===== config.mk =====
export PLATFORM = sky130hd
export DESIGN_NAME = spike_event_arbiter
export DESIGN_NICKNAME = d
export VERILOG_FILES = /design/src/rtl/spk_pkg.sv /design/src/rtl/spk_req_latch.sv /design/src/rtl/spk_prio_enc.sv /design/src/rtl/spk_group.sv /design/src/rtl/spike_event_arbiter.sv
export SDC_FILE = /design/constraint.sdc
export NUM_CORES = 2
export LEC_CHECK = 0
export BUFFER_PORTS_ARGS = -buffer_cell sky130_fd_sc_hd__buf_2
export CAP_MARGIN = 10
export CORE_MARGIN = 2
export CORE_UTILIZATION = 31
export CTS_BUF_LIST = sky130_fd_sc_hd__clkbuf_4
export DETAILED_ROUTE_END_ITERATION = 10
export PLACE_DENSITY = 0.58
export SLEW_MARGIN = 20
export SYNTH_ARGS = -nofsm -noshare
export SYNTH_HDL_FRONTEND = slang
export SYNTH_SLANG_ARGS = --single-unit

===== constraint.sdc =====
create_clock -name clk -period 3.2 [get_ports clk]
set_input_delay 0.64 -clock clk [delete_from_list [all_inputs] [get_ports clk]]
set_output_delay 0.64 -clock clk [all_outputs]
set_load 0.01 [all_outputs]

===== src/rtl/spk_pkg.sv =====
package spk_pkg;
  localparam int unsigned SPK_GROUPS_DEF = 8;
  localparam int unsigned SPK_WIDTH_DEF  = 64;
endpackage


===== src/rtl/spk_req_latch.sv =====
module spk_req_latch #(
  parameter int unsigned W = 64
) (
  input  logic         clk,
  input  logic         rst,
  input  logic         en_i,
  input  logic [W-1:0] req_i,
  input  logic [W-1:0] clr_i,
  output logic [W-1:0] pend_d_o,
  output logic [W-1:0] pend_q_o
);
  logic [W-1:0] pend_q;

  always_comb begin
    if (!en_i) pend_d_o = '0;
    else       pend_d_o = (pend_q & ~clr_i) | req_i;
  end

  always_ff @(posedge clk) begin
    if (rst) pend_q <= '0;
    else     pend_q <= pend_d_o;
  end

  assign pend_q_o = pend_q;

  AST_REQ_CAPTURED: assert property (@(posedge clk) disable iff (rst)
    en_i |=> (($past(req_i) & ~pend_q) == '0));
  AST_DIS_FLUSH: assert property (@(posedge clk) disable iff (rst)
    !en_i |=> (pend_q == '0));
endmodule


===== src/rtl/spk_prio_enc.sv =====
module spk_prio_enc #(
  parameter int unsigned W  = 64,
  parameter int unsigned IW = $clog2(W)
) (
  input  logic [W-1:0]  req_i,
  output logic          any_o,
  output logic [IW-1:0] idx_o
);
  logic [W-1:0] below;

  always_comb begin
    idx_o = '0;
    for (int i = W - 1; i >= 0; i--) begin
      if (req_i[i]) idx_o = IW'(i);
    end
  end

  assign any_o = |req_i;
  assign below = (W'(1) << idx_o) - W'(1);

  always_comb begin
    if (any_o) begin
      AST_PICK_IS_SET: assert (req_i[idx_o]);
      AST_LOWEST_WINS: assert ((req_i & below) == '0);
    end
  end
endmodule


===== src/rtl/spk_group.sv =====
module spk_group #(
  parameter int unsigned W  = 64,
  parameter int unsigned IW = $clog2(W)
) (
  input  logic          clk,
  input  logic          rst,
  input  logic          en_i,
  input  logic [W-1:0]  spike_i,
  input  logic          ready_i,
  output logic          valid_o,
  output logic [IW-1:0] idx_o
);
  logic [W-1:0]  pend_q, pend_d, clr;
  logic          valid_q, fire, sel_any;
  logic [IW-1:0] idx_q, sel_idx;

  assign fire = valid_q & ready_i;
  assign clr  = fire ? (W'(1) << idx_q) : '0;

  spk_req_latch #(.W(W)) u_latch (
    .clk(clk), .rst(rst), .en_i(en_i), .req_i(spike_i), .clr_i(clr),
    .pend_d_o(pend_d), .pend_q_o(pend_q)
  );

  spk_prio_enc #(.W(W), .IW(IW)) u_enc (
    .req_i(pend_d), .any_o(sel_any), .idx_o(sel_idx)
  );

  always_ff @(posedge clk) begin
    if (rst || !en_i) begin
      valid_q <= 1'b0;
      idx_q   <= '0;
    end else if (!(valid_q && !ready_i)) begin
      valid_q <= sel_any;
      idx_q   <= sel_idx;
    end
  end

  assign valid_o = valid_q;
  assign idx_o   = idx_q;

  AST_STALL_HOLD: assert property (@(posedge clk) disable iff (rst)
    (en_i && valid_q && !ready_i) |=> (valid_q && $stable(idx_q)));
  AST_DIS_SILENT: assert property (@(posedge clk) disable iff (rst)
    !en_i |=> !valid_q);
  AST_OFFER_PENDING: assert property (@(posedge clk) disable iff (rst)
    valid_q |-> pend_q[idx_q]);
  AST_GRANT_CLEARS: assert property (@(posedge clk) disable iff (rst)
    (en_i && fire && !spike_i[idx_q]) |=> !pend_q[$past(idx_q)]);
  AST_REGRANT_KEPT: assert property (@(posedge clk) disable iff (rst)
    (en_i && fire && spike_i[idx_q]) |=> pend_q[$past(idx_q)]);
endmodule


===== src/rtl/spike_event_arbiter.sv =====
module spike_event_arbiter #(
  parameter int unsigned N_GROUPS = spk_pkg::SPK_GROUPS_DEF,
  parameter int unsigned GROUP_W  = spk_pkg::SPK_WIDTH_DEF,
  parameter int unsigned IDX_W    = $clog2(GROUP_W)
) (
  input  logic                        clk,
  input  logic                        rst,
  input  logic [N_GROUPS*GROUP_W-1:0] spike_i,
  input  logic [N_GROUPS-1:0]         grp_en_i,
  input  logic [N_GROUPS-1:0]         evt_ready_i,
  output logic [N_GROUPS-1:0]         evt_valid_o,
  output logic [N_GROUPS*IDX_W-1:0]   evt_idx_o
);
  for (genvar g = 0; g < N_GROUPS; g++) begin : g_lane
    spk_group #(.W(GROUP_W), .IW(IDX_W)) u_grp (
      .clk     (clk),
      .rst     (rst),
      .en_i    (grp_en_i[g]),
      .spike_i (spike_i[g*GROUP_W +: GROUP_W]),
      .ready_i (evt_ready_i[g]),
      .valid_o (evt_valid_o[g]),
      .idx_o   (evt_idx_o[g*IDX_W +: IDX_W])
    );
  end

  AST_RESET_QUIET: assert property (@(posedge clk)
    rst |=> (evt_valid_o == '0));
endmodule


==> results.cfg <==
[clocking]
path_clk_slew_ps = 60
root_buffer = clkbuf_4
htree_levels = 4
clock-sinks = 568
tritoncts = built
post_cts_buffers = 0
worstSkewPairLatency_ps = 1120
cts_buffer_depth = 3
cts_buffers = 169

[synth]
syn_avg_cell_area_um2 = 7.43
dominantRegCellSynth = dfxtp_1
postSynthCellCount = 4024
synth.distinct_cells = 96
synthAdderAreaFrac_pct = 0
ys_async_sr_fraction_pct = 0
synth_seq_cells = 568
synth_area_mm2 = 0.0299
synth_nets = 4554
ys_warn_count = 0
yosys.area_share.simple_pct = 29.5
synth_edf_count = 0
synth_xor_xnor_area_share_pct = 0
seq_area_frac_synth_pct = 38.0
synth_top_family_by_area = simple AND/OR/NAND/NOR gates
synth_compound_area_share_pct = 27.4
synth_mux_area_share_pct = 0

[floorplan]
start_util_pct = 31.4
core_area_mm2 = 0.0953
rows = 113
pin_count = 586
die_w_um = 315
fp.dieH_um = 315
die_area_mm2 = 0.0990

[timing]
slew_viol_final = 0
min_period_ps = 3060
setup_viol = 0
fin_setup_tns_ps = 0
finClkSkew_ps = 70.3
fin_crit_sh_pct = 95.7
hold_viol = 0
rsz0062_at_grt = no
max_freq_mhz = 326
timing.slew.headroom_pct = 52.1
max_slew.worst_pin.slew_ps = 717

[route]
drcViolationCount = 0
drt_wl_total_mm = 132
drt_iter0_drc = 3458
wl_per_cell_um = 19.2
drtPass1Iterations = 6
vias_per_cell = 5.36
via_count = 36700
ant_nets = 0

[power]
p_clk_share_pct = 38.7
internal_power_mw = 12.6
seq_power_share_pct = 41.8
vdd_drop_max_uv = 332
power_frac_comb_pct = 19.5
switching_power_mw = 5.51
p_leak_nw = 18.4
power.density_mw_per_mm2 = 414
swShare_pct = 30.5

[worst_hold_path]
min_path_type = input pin to flip-flop

[global_routing]
grt_max_degree = 50
gr-total-overflow = 0
antenna_found_initial = 53
grt_pass1_vias = 35200
grt_first_pass_wirelength_mm = 199
grtUsageTotal_pct = 25.5

[worst_setup_path]
crit_fanout = 9
crit_chain = nor2b_1 > buf_4 > nand3_1 > a2111oi_1 > a31o_2 > nand3_1 > or4_1 > a22oi_1 > nor2_1
criticalPathCategory = flip-flop to flip-flop
cp.required_ps = 4160
cp_slowest_stage_delay_ps = 630
cp-end-kind = flip-flop
cp.arrival_ps = 4020
crit_top_cell = nand3_1
cp_slowest_cell = a2111oi_1
cp-start-kind = flip-flop

[run_status]
outcome = complete, no violations

[cells_and_area]
utilization_pct = 45.8
final_nets = 5960
drive_above_1_share_pct = 23.3
area_growth_pct = 46.0

[place]
port_buffers = 585
dp_hpwl_mm = 97.0
gp_congestion = 0.930

[run]
maxCapViolCount = 0
-- stage by stage --
| step | cells | hold WS (ps) | power [mW] | area, um^2 | worst slack (ps) |
|---|---|---|---|---|---|
| floorplan | 4024 | 437 | 9.26 | 29900 | 556 |
| global placement | 5999 | 457 | 10.6 | 36300 | 119 |
| detailed placement | 5999 | 464 | 10.6 | 36300 | 95.5 |
| CTS | 6808 | 16.0 | 18.2 | 43600 | 244 |
| global route | 6832 | 69.2 | 19.0 | 43600 | 12.1 |
| finish | 6845 | 141 | 18.1 | 43700 | 137 |
-- cell usage after synthesis, drive strengths merged (14+ instances only) --
master / number / share of area [%]
buf: 124 / 2.2
and3b: 15 / 0.44
a41o: 23 / 0.77
nor3: 28 / 0.49
a21oi: 495 / 8.3
nand2b: 57 / 1.2
dfxtp: 568 / 38
a21boi: 33 / 0.83
nand3b: 25 / 0.63
nand3: 452 / 7.6
clkbuf: 129 / 1.6
and2: 68 / 1.4
nor2: 631 / 7.9
a31oi: 78 / 1.7
o31a: 37 / 1.1
a21o: 125 / 3.1
a211oi: 24 / 0.62
inv: 98 / 1.2
o21ai: 177 / 3.0
nand2: 320 / 4.0
a2111oi: 21 / 0.82
o21a: 14 / 0.35
o31ai: 32 / 0.82
o41ai: 21 / 0.64
o211ai: 25 / 0.63
a41oi: 20 / 0.59
nand4: 49 / 1.0
nor3b: 15 / 0.48
nor2b: 77 / 1.6
nor4: 18 / 0.38
or2: 15 / 0.32
and3: 19 / 0.40
-- worst max-delay path: cells and delay by family (launching register included) --
family / cells / cell delay (ps)
AOI/OAI and AO/OA: 3 / 1060
buffers and inverters: 1 / 180
DFF: 1 / 540
and+or+nand+nor: 5 / 1150
-- power by group through the flow --
stage / clock [mW] / combinational, mW / sequential, mW
2_1_floorplan: 0 / 1.60 / 7.66
5_1_grt: 7.60 / 3.83 / 7.58
3_3_place_gp: 0 / 2.90 / 7.69
3_5_place_dp: 0 / 2.91 / 7.70
6_report: 7.00 / 3.53 / 7.55
4_1_cts: 7.21 / 3.47 / 7.54
-- worst paths after layout --
| path | startpoint | to | slack, ps | cells past startpoint |
|---|---|---|---|---|
| setup / recovery | g_lane[6].u_grp.idx_o[2]$_SDFFE_PP0N_ | g_lane[6].u_grp.idx_o[5]$_SDFFE_PP0N_ | 140 | 9 |
| hold / removal | evt_ready_i[1] | g_lane[1].u_grp.idx_o[4]$_SDFFE_PP0N_ | 140 | 5 |
| setup reg to reg | g_lane[6].u_grp.idx_o[2]$_SDFFE_PP0N_ | g_lane[6].u_grp.idx_o[5]$_SDFFE_PP0N_ | 140 | 9 |
| hold reg to reg | g_lane[5].u_grp.u_latch.pend_q_o[3]$_SDFF_PP0_ | g_lane[5].u_grp.u_latch.pend_q_o[3]$_SDFF_PP0_ | 470 | 2 |
-- kinds of logic (layout without fill, tap and decap cells) --
group / count (synthesis) / after routing
buffers and inverters: 353 / 1872
AOI/OAI and AO/OA: 1262 / 1262
other: 0 / 37
and+or+nand+nor: 1841 / 1841
DFF: 568 / 568
-- metal layers --
metal,GRT usage (%),vias up,routed length [um]
li1,-,17500,-
met1,32.9,17100,56800
met2,40.4,1649,58300
met3,6.57,414,11100
met4,10.7,50,5110
met5,0,-,314
-- cell usage in the layout, fill, tap and decap left out, drive strengths merged, types with 33 or more instances in the layout --
master	netlist	layout
nand2b	57	57
a21boi	33	33
a21oi	495	495
dfxtp	568	568
o31a	37	37
a21o	125	125
and2	68	68
nand2	320	320
nor2	631	631
inv	98	103
nand4	49	49
clkbuf	129	241
dlygate4sd3	0	525
diode	0	37
nand3	452	452
a31oi	78	78
clkinv	2	36
buf	124	963
nor2b	77	77
o21ai	177	177
-- area by class of cell --
class | instances | area, um^2
tap | 1265 | 1580
inverter | 100 | 375
clock inverter | 43 | 251
multi-input combinational | 3103 | 17000
fill | 9577 | 51600
timing repair buffer | 1488 | 11200
sequential | 568 | 11400
clock buffer | 241 | 1810
antenna | 37 | 92.6
-- sequential cells by signal, indices dropped and copies added (netlist names) --
| signal | count |
|---|---|
| g_lane.u_grp.u_latch.pend_q_o | 512 |
| g_lane.u_grp.idx_o | 48 |
| g_lane.u_grp.valid_o | 8 |
-- what timing repair did --
| item | 4_1_cts | 5_1_grt |
|---|---|---|
| hold buffers | 525 | 0 |
| gates resized for setup | 0 | 1 |
| hold endpoints to repair | 543 | 0 |
| setup endpoints to repair | 0 | 1 |
Power figures use the tool's default switching activity.
